$ cat src/rtl/pwr_mode_fsm.sv
`timescale 1ns/1ps
module pwr_mode_fsm #(
  parameter int T_RUN_IDLE = 10,
  parameter int T_IDLE_RUN = 10,
  parameter int T_SLEEP_IN = 90,
  parameter int T_WAKE     = 1600,
  parameter int W_RUN      = 40000,
  parameter int W_IDLE     = 5000,
  parameter int W_SLEEP    = 16,
  parameter int ACC_W      = 48,
  parameter int STAY_W     = 32
) (
  input  logic              clk,
  input  logic              rst_n,
  input  logic              req_valid,
  input  logic [1:0]        req_mode,
  input  logic              wake,
  input  logic [STAY_W-1:0] stay_cycles,
  output logic [1:0]        mode,
  output logic              core_clk_en,
  output logic              logic_pwr_en,
  output logic              busy,
  output logic [ACC_W-1:0]  energy,
  output logic              idle_worth,
  output logic              sleep_worth
);
  localparam logic [1:0] M_RUN = 2'd0, M_IDLE = 2'd1, M_SLEEP = 2'd2, M_TRANS = 2'd3;
  localparam int MAX_A = (T_RUN_IDLE > T_IDLE_RUN) ? T_RUN_IDLE : T_IDLE_RUN;
  localparam int MAX_B = (T_SLEEP_IN > T_WAKE) ? T_SLEEP_IN : T_WAKE;
  localparam int MAX_T = (MAX_A > MAX_B) ? MAX_A : MAX_B;
  localparam int CW    = $clog2(MAX_T + 1);
  localparam longint TH_IDLE  = longint'(T_RUN_IDLE) + longint'(T_IDLE_RUN);
  localparam longint TH_SLEEP = longint'(T_SLEEP_IN) + longint'(T_WAKE);

  logic [1:0]       mode_q, tgt_q, nxt_tgt;
  logic [CW-1:0]    cnt_q, nxt_cnt;
  logic [ACC_W-1:0] acc_q, weight;
  logic             go;

  always_comb begin
    go      = 1'b0;
    nxt_tgt = M_RUN;
    nxt_cnt = CW'(T_IDLE_RUN - 1);
    case (mode_q)
      M_RUN: if (req_valid) begin
        if (req_mode == M_IDLE) begin
          go = 1'b1; nxt_tgt = M_IDLE; nxt_cnt = CW'(T_RUN_IDLE - 1);
        end else if (req_mode == M_SLEEP) begin
          go = 1'b1; nxt_tgt = M_SLEEP; nxt_cnt = CW'(T_SLEEP_IN - 1);
        end
      end
      M_IDLE: begin
        if (wake || (req_valid && req_mode == M_RUN)) begin
          go = 1'b1; nxt_tgt = M_RUN; nxt_cnt = CW'(T_IDLE_RUN - 1);
        end else if (req_valid && req_mode == M_SLEEP) begin
          go = 1'b1; nxt_tgt = M_SLEEP; nxt_cnt = CW'(T_SLEEP_IN - 1);
        end
      end
      M_SLEEP: if (wake || (req_valid && (req_mode == M_RUN || req_mode == M_IDLE))) begin
        go = 1'b1; nxt_tgt = M_RUN; nxt_cnt = CW'(T_WAKE - 1);
      end
      default: ;
    endcase
  end

  always_comb begin
    case (mode_q)
      M_IDLE:  weight = ACC_W'(W_IDLE);
      M_SLEEP: weight = ACC_W'(W_SLEEP);
      default: weight = ACC_W'(W_RUN);
    endcase
  end

  always_ff @(posedge clk or negedge rst_n) begin
    if (!rst_n) begin
      mode_q <= M_RUN;
      tgt_q  <= M_RUN;
      cnt_q  <= '0;
      acc_q  <= '0;
    end else begin
      acc_q <= acc_q + weight;
      if (mode_q == M_TRANS) begin
        if (cnt_q == '0) mode_q <= tgt_q;
        else             cnt_q  <= cnt_q - 1'b1;
      end else if (go) begin
        mode_q <= M_TRANS;
        tgt_q  <= nxt_tgt;
        cnt_q  <= nxt_cnt;
      end
    end
  end

  assign mode         = mode_q;
  assign busy         = (mode_q == M_TRANS);
  assign core_clk_en  = (mode_q == M_RUN) || (mode_q == M_TRANS);
  assign logic_pwr_en = (mode_q != M_SLEEP);
  assign energy       = acc_q;
  assign idle_worth   = longint'(stay_cycles) > TH_IDLE;
  assign sleep_worth  = longint'(stay_cycles) > TH_SLEEP;
endmodule

$ cat config.mk
export PLATFORM = sky130hd
export DESIGN_NAME = pwr_mode_fsm
export DESIGN_NICKNAME = d
export VERILOG_FILES = /design/src/rtl/pwr_mode_fsm.sv
export SDC_FILE = /design/constraint.sdc
export NUM_CORES = 1
export LEC_CHECK = 0
export BUFFER_PORTS_ARGS = -buffer_cell sky130_fd_sc_hd__buf_4
export CORE_MARGIN = 5
export CORE_UTILIZATION = 57
export CTS_CLUSTER_SIZE = 8
export DETAILED_ROUTE_END_ITERATION = 6
export GPL_ROUTABILITY_DRIVEN = 0
export PLACE_DENSITY = 0.85
export SYNTH_ARGS = -nofsm -noshare
export SYNTH_HDL_FRONTEND = slang
export SYNTH_SLANG_ARGS = --single-unit
$ cat constraint.sdc
create_clock -name clk -period 3.7 [get_ports clk]
set_input_delay 0.74 -clock clk [delete_from_list [all_inputs] [get_ports clk]]
set_output_delay 0.74 -clock clk [all_outputs]
set_load 0.1 [all_outputs]
Word level (Yosys, flattened, before mapping)
Index checks and enable logic that the tools add are counted.
- memory bits (writable): 0
- bits in registers: 63
- memories kept: 0
- latch bits: 0
- input bits: 38
- memory bits (read-only): 0
- word-level logic and storage cells: 58
- order comparisons: 2
- add/sub/neg operators: 2
- bitwise gates (word level): 1
- divide/modulo/power cells: 0
- multiplexer cells: 27
- eq/ne operators: 8
- reductions and logical operators: 14
- shifts and indexed selects: 0
- multiply operators: 0
- operators by type and width (cell ; number):
    $add 48x48->48 ; 1
    $mux 11 ; 4
    $mux 7 ; 5
    $pmux 11 s3 ; 1
    $gt 32x11->1 const B ; 1
    $gt 32x5->1 const B ; 1
    $pmux 16 s2 ; 1
    $mux 2 ; 8
    $logic_not 11->1 ; 1
    $sub 11x1->11 const B ; 1
    $eq 2x2->1 const B ; 3
    $mux 1 ; 6
    $reduce_and 2->1 ; 3
    $eq 2x1->1 const B ; 2
    $logic_not 2->1 ; 2
    $logic_or 1x1->1 ; 4
    $ne 2x2->1 const B ; 2
    $pmux 2 s2 ; 1
    $logic_and 1x1->1 ; 3
    $pmux 1 s3 ; 1
    $ne 2x1->1 const B ; 1
    $reduce_bool 2->1 ; 1
    $not 1->1 ; 1

Longest topological paths before layout
- depth in word-level cells: 8
- gate-level depth with buffers: 11

Worst setup path before layout
Ideal clock, no wire load.
- path kind: reg-to-reg
- start: reg mode_q[0] (netlist: mode[0])
- end: reg acc_q[29] (netlist: energy[29])
- period minus slack after synthesis: 3.933 ns
- setup time: 0.159 ns
- cell stages (with the launch flop): 12
- setup slack: -0.233 ns
- required time: 3.541 ns
- arrival: 3.773 ns
- cells stage by stage: dfrtp_1 > inv_1 > ha_1 > inv_1 > ha_1 > a31oi_1 > a21o_1 > a211o_1 > o21ai_1 > buf_2 > nand4_1 > xnor2_1
- cells in the longest elaborated chain, start to end: 3
- elaborated cells on any way between the ends: 4
- RTL lines (element ; line ; text):
    start, declared ; 35 ; logic [1:0] mode_q, tgt_q, nxt_tgt;
    start signal, assigned ; 83 ; if (cnt_q == '0) mode_q <= tgt_q;
    $eq 2x2->1 or $eq 2x1->1 (tied branches) ; 67 ; case (mode_q)
    $pmux 16 s2 * ; 67 ;
    $add 48x48->48 * ; 81 ; acc_q <= acc_q + weight;
    end signal, assigned ; 81 ;
    end, declared ; 37 ; logic [ACC_W-1:0] acc_q, weight;
Every way passes the cells marked *; elsewhere a longest branch is shown, timed or not.
A chain may end at the register's enable or synchronous reset.

Worst setup path in the final report
- start: reg mode_q[1] (netlist: mode[1])
- end: reg cnt_q[2]
- cells in the longest elaborated chain, start to end: 4
- elaborated cells on any way between the ends: 11
- RTL lines (element ; line ; text):
    $eq 2x2->1 (tied with other cells) ; 44 ; case (mode_q)
    $pmux 11 s3 or $pmux 1 s3 (tied branches) ; 44 ;
    $mux 11 or $reduce_bool 2->1 (tied branches) ; n/a ;
    $mux 11 or $reduce_and 2->1 (tied branches) ; n/a ;
    end signal, assigned ; 84 ; else cnt_q <= cnt_q - 1'b1;
    end signal, assigned ; 88 ; cnt_q <= nxt_cnt;
    end, declared ; 36 ; logic [CW-1:0] cnt_q, nxt_cnt;
Parallel ways exist; a longest one is shown, timed or not. The select of a mux whose other input is x is not followed.

==> results_dict.tcl <==
set metrics [dict create \
    run_status "completed" \
    critPathRequiredTime_ns 3.92 \
    end_kind "flip-flop" \
    cp.buffers_inverters 1 \
    syn-mean-instance-area_um2 9.82 \
    top_level_ports 93 \
    cts_buffer_depth 2 \
    unrepaired_setup_endpoints_after_global_routing "false" \
    antenna-diode-count 0 \
    number_of_flops_mapped_to_enable_cells_by_yosys 0 \
    crit_chain "inv_1 -> ha_1 -> o21ai_1 -> a31oi_1 -> nand2b_1 -> nor2b_1 -> a211oi_1" \
    fin_setup_tns_ns 0 \
    starting_density_of_the_core 0.589 \
    timing.critical_path.max_delay_family "compound AO/OA/AOI/OAI gates" \
    post_synth_num_cell_types 50 \
    setup.worst_path.class "reg -> reg" \
    post_synth_inst_count 357 \
    slew-limit-headroom 0.194 \
    final_antenna_net_count 0 \
    vdd_ir_drop_max_mv 0.294 \
    layout_commonest_cell "buf_4" \
    yosys_warnings 0 \
    finalSetupViolations 0 \
    detailedPlacementHpwl_um 6180 \
    yosys.area.top_type "dfrtp_1" \
    cts-root-buf "clkbuf_8" \
    clock_sink_total 60 \
    io_buffers 89 \
    post_cts.repair.setup_buffers 0 \
    worst_pin_slew_ns 1.20 \
    placement.cell_area_um2 4230 \
    static-leakage-power_nw 2.10 \
    fillers 396 \
    clock_skew_ns 0.00944 \
    num_rows 28 \
    die_h_um 88.4 \
    finish.net_count 504 \
    area_growth_pct 27.4 \
    final_min_period_over_clock_period 0.819 \
    netlist_top_cells_area "dfrtp_1 (43%), xnor2_1 (6.0%), ha_1 (5.7%), xor2_1 (5.5%), nand2_1 (3.3%)" \
    largest_net_degree_at_the_start_of_global_routing 61 \
    maxCapViolations 0 \
    final_cell_mix "buf_4 (91), dfrtp_1 (58), nand2_1 (31)" \
    timing.final.hold_violations 0 \
    share_of_async_settable_or_async_resettable_flops_after_synthesis 1.00 \
    first_global_vias 3059 \
    p_per_area_nw_per_um2 316 \
    synth.cell_area_um2 3510 \
    setup.worst_path.start_class "flip-flop" \
    final.min_clock_period_ns 3.03 \
    hold_buffers 0 \
    worst_hold_path_type "in -> async" \
    slowest_cell_on_the_critical_path "a31oi_1" \
    maxSlewViolCount 0 \
    synth_top_flop_cell "dfrtp_1" \
    path_clk_slew_ns 0.06 \
    drt_first_iter_violations 141 \
    slowest_delay_ns 0.88 \
    die_area_um2 7820 \
    cts-buffers-inserted 9 \
    drt_drc_violations_left 0 \
    post_drt_via_cell_ratio 5.84 \
    postCtsResizedCells 0 \
    clock_insertion_delay_worst_skew_ns 0.35 \
    final_cell_area_um2 4470 \
    area_share_of_the_leading_cell_type_in_the_synthesized_netlist 0.428 \
    total_global_routing_track_utilization 0.233 \
    synth.ff_latch_count 60 \
    synth-seq-area-share 0.428 \
    grt.overflow.total 0 \
    htreeDepth 3 \
    detail_route.wirelength_um 8450 \
    timing.fmax_ghz 0.330 \
    detail_route.wl_per_cell_um 16.0 \
    tritoncts "built" \
    design_power_total_mw 1.41 \
    critPathArrivalTime_ns 3.25 \
    crit_path_max_fanout 16 \
    share_of_final_layout_standard_cells_stronger_than_drive_strength_1 0.252 \
    grt_antenna_before_repair 0 \
    chipWidth_um 88.4 \
    grt_first_pass_wirelength_um 14300 \
    coreArea_um2 5960 \
    number_of_iterations_in_the_first_detailed_routing_pass 4 \
    num_vias 3086 \
]
==> synth_stat cells, drive strengths merged (5+ instances only) <==
cell      n
a21o      5
xor2     22
dfrtp    60
a31oi     5
xnor2    24
and2      5
a211oi    8
clkbuf    5
nand3    23
a21oi    13
inv      13
buf       7
nand4     8
nand2    31
nor2     16
a2111oi   6
nor4      8
and3      7
o21ai    20
ha       16
o211ai    5
==> path summary, 6_finish.rpt <==
kind	start	to	slack, ns	cells after the start
worst max register to register	mode[1]	cnt_q[2]	0.67	7
worst min register to register	energy[47]	energy[47]	0.48	1
min in group clk	energy[47]	energy[47]	0.48	1
max in group asynchronous	rst_n	mode[0]	2.70	1
worst min-delay path	rst_n	energy[28]	0.47	1
worst max-delay path	mode[1]	cnt_q[2]	0.67	7
==> report_power, final <==
part           internal, mW  switching, mW
combinational        0.0285         0.0377
sequential            0.656              0
clock                 0.432          0.258
==> per-stage QoR <==
stage / setup slack, ns / cells / util / hold WS, ns
2_1_floorplan: 0.0995 / 359 / - / 0.444
3_3_place_gp: 0.723 / 513 / 0.711 / 0.464
3_5_place_dp: 0.586 / 513 / 0.711 / 0.473
4_1_cts: 0.688 / 528 / 0.750 / 0.482
5_1_grt: 0.347 / 528 / 0.750 / 0.509
6_report: 0.670 / 528 / 0.750 / 0.469
==> logic make-up after synthesis <==
| group | count (synthesis) | synth area share |
|---|---|---|
| simple gates | 128 | 0.195 |
| other cells | 1 | 0.00107 |
| compound gates | 79 | 0.164 |
| flops | 60 | 0.428 |
| mux | 1 | 0.00286 |
| xor+xnor | 46 | 0.115 |
| fa+ha+maj | 17 | 0.0628 |
| buf+inv | 25 | 0.0314 |
==> per-layer routing <==
metal  routed length, µm  global-route usage  vias up
met5                   0                   0        -
met4                 135              0.0755        0
met3                 427              0.0596       14
met2                4330               0.385       70
met1                3560               0.300     1521
li1                    -                   -     1481
==> flip-flops by register name, summed over array words and instances, names as in the netlist <==
| signal | flops |
|---|---|
| tgt_q | 2 |
| cnt_q | 11 |
| mode | 2 |
| energy | 45 |
==> worst reg2reg max path, cell delays in order (launching register included) <==
cell and delay, ns:
dfrtp_2 0.44, inv_1 0.13, ha_1 0.50, o21ai_1 0.17, a31oi_1 0.88, nand2b_1 0.40
nor2b_1 0.31, a211oi_1 0.08
==> cell type report <==
type	instances	area [µm²]	share of cell area
clock buffer	12	165	0.0370
clock inverter	3	68.8	0.0154
inverter	13	48.8	0.0109
multi-input combinational	274	1900	0.426
sequential	60	1500	0.337
tap	75	93.8	0.0210
timing repair buffer	91	683	0.153
No activity file was read; power rests on OpenSTA's default activity.
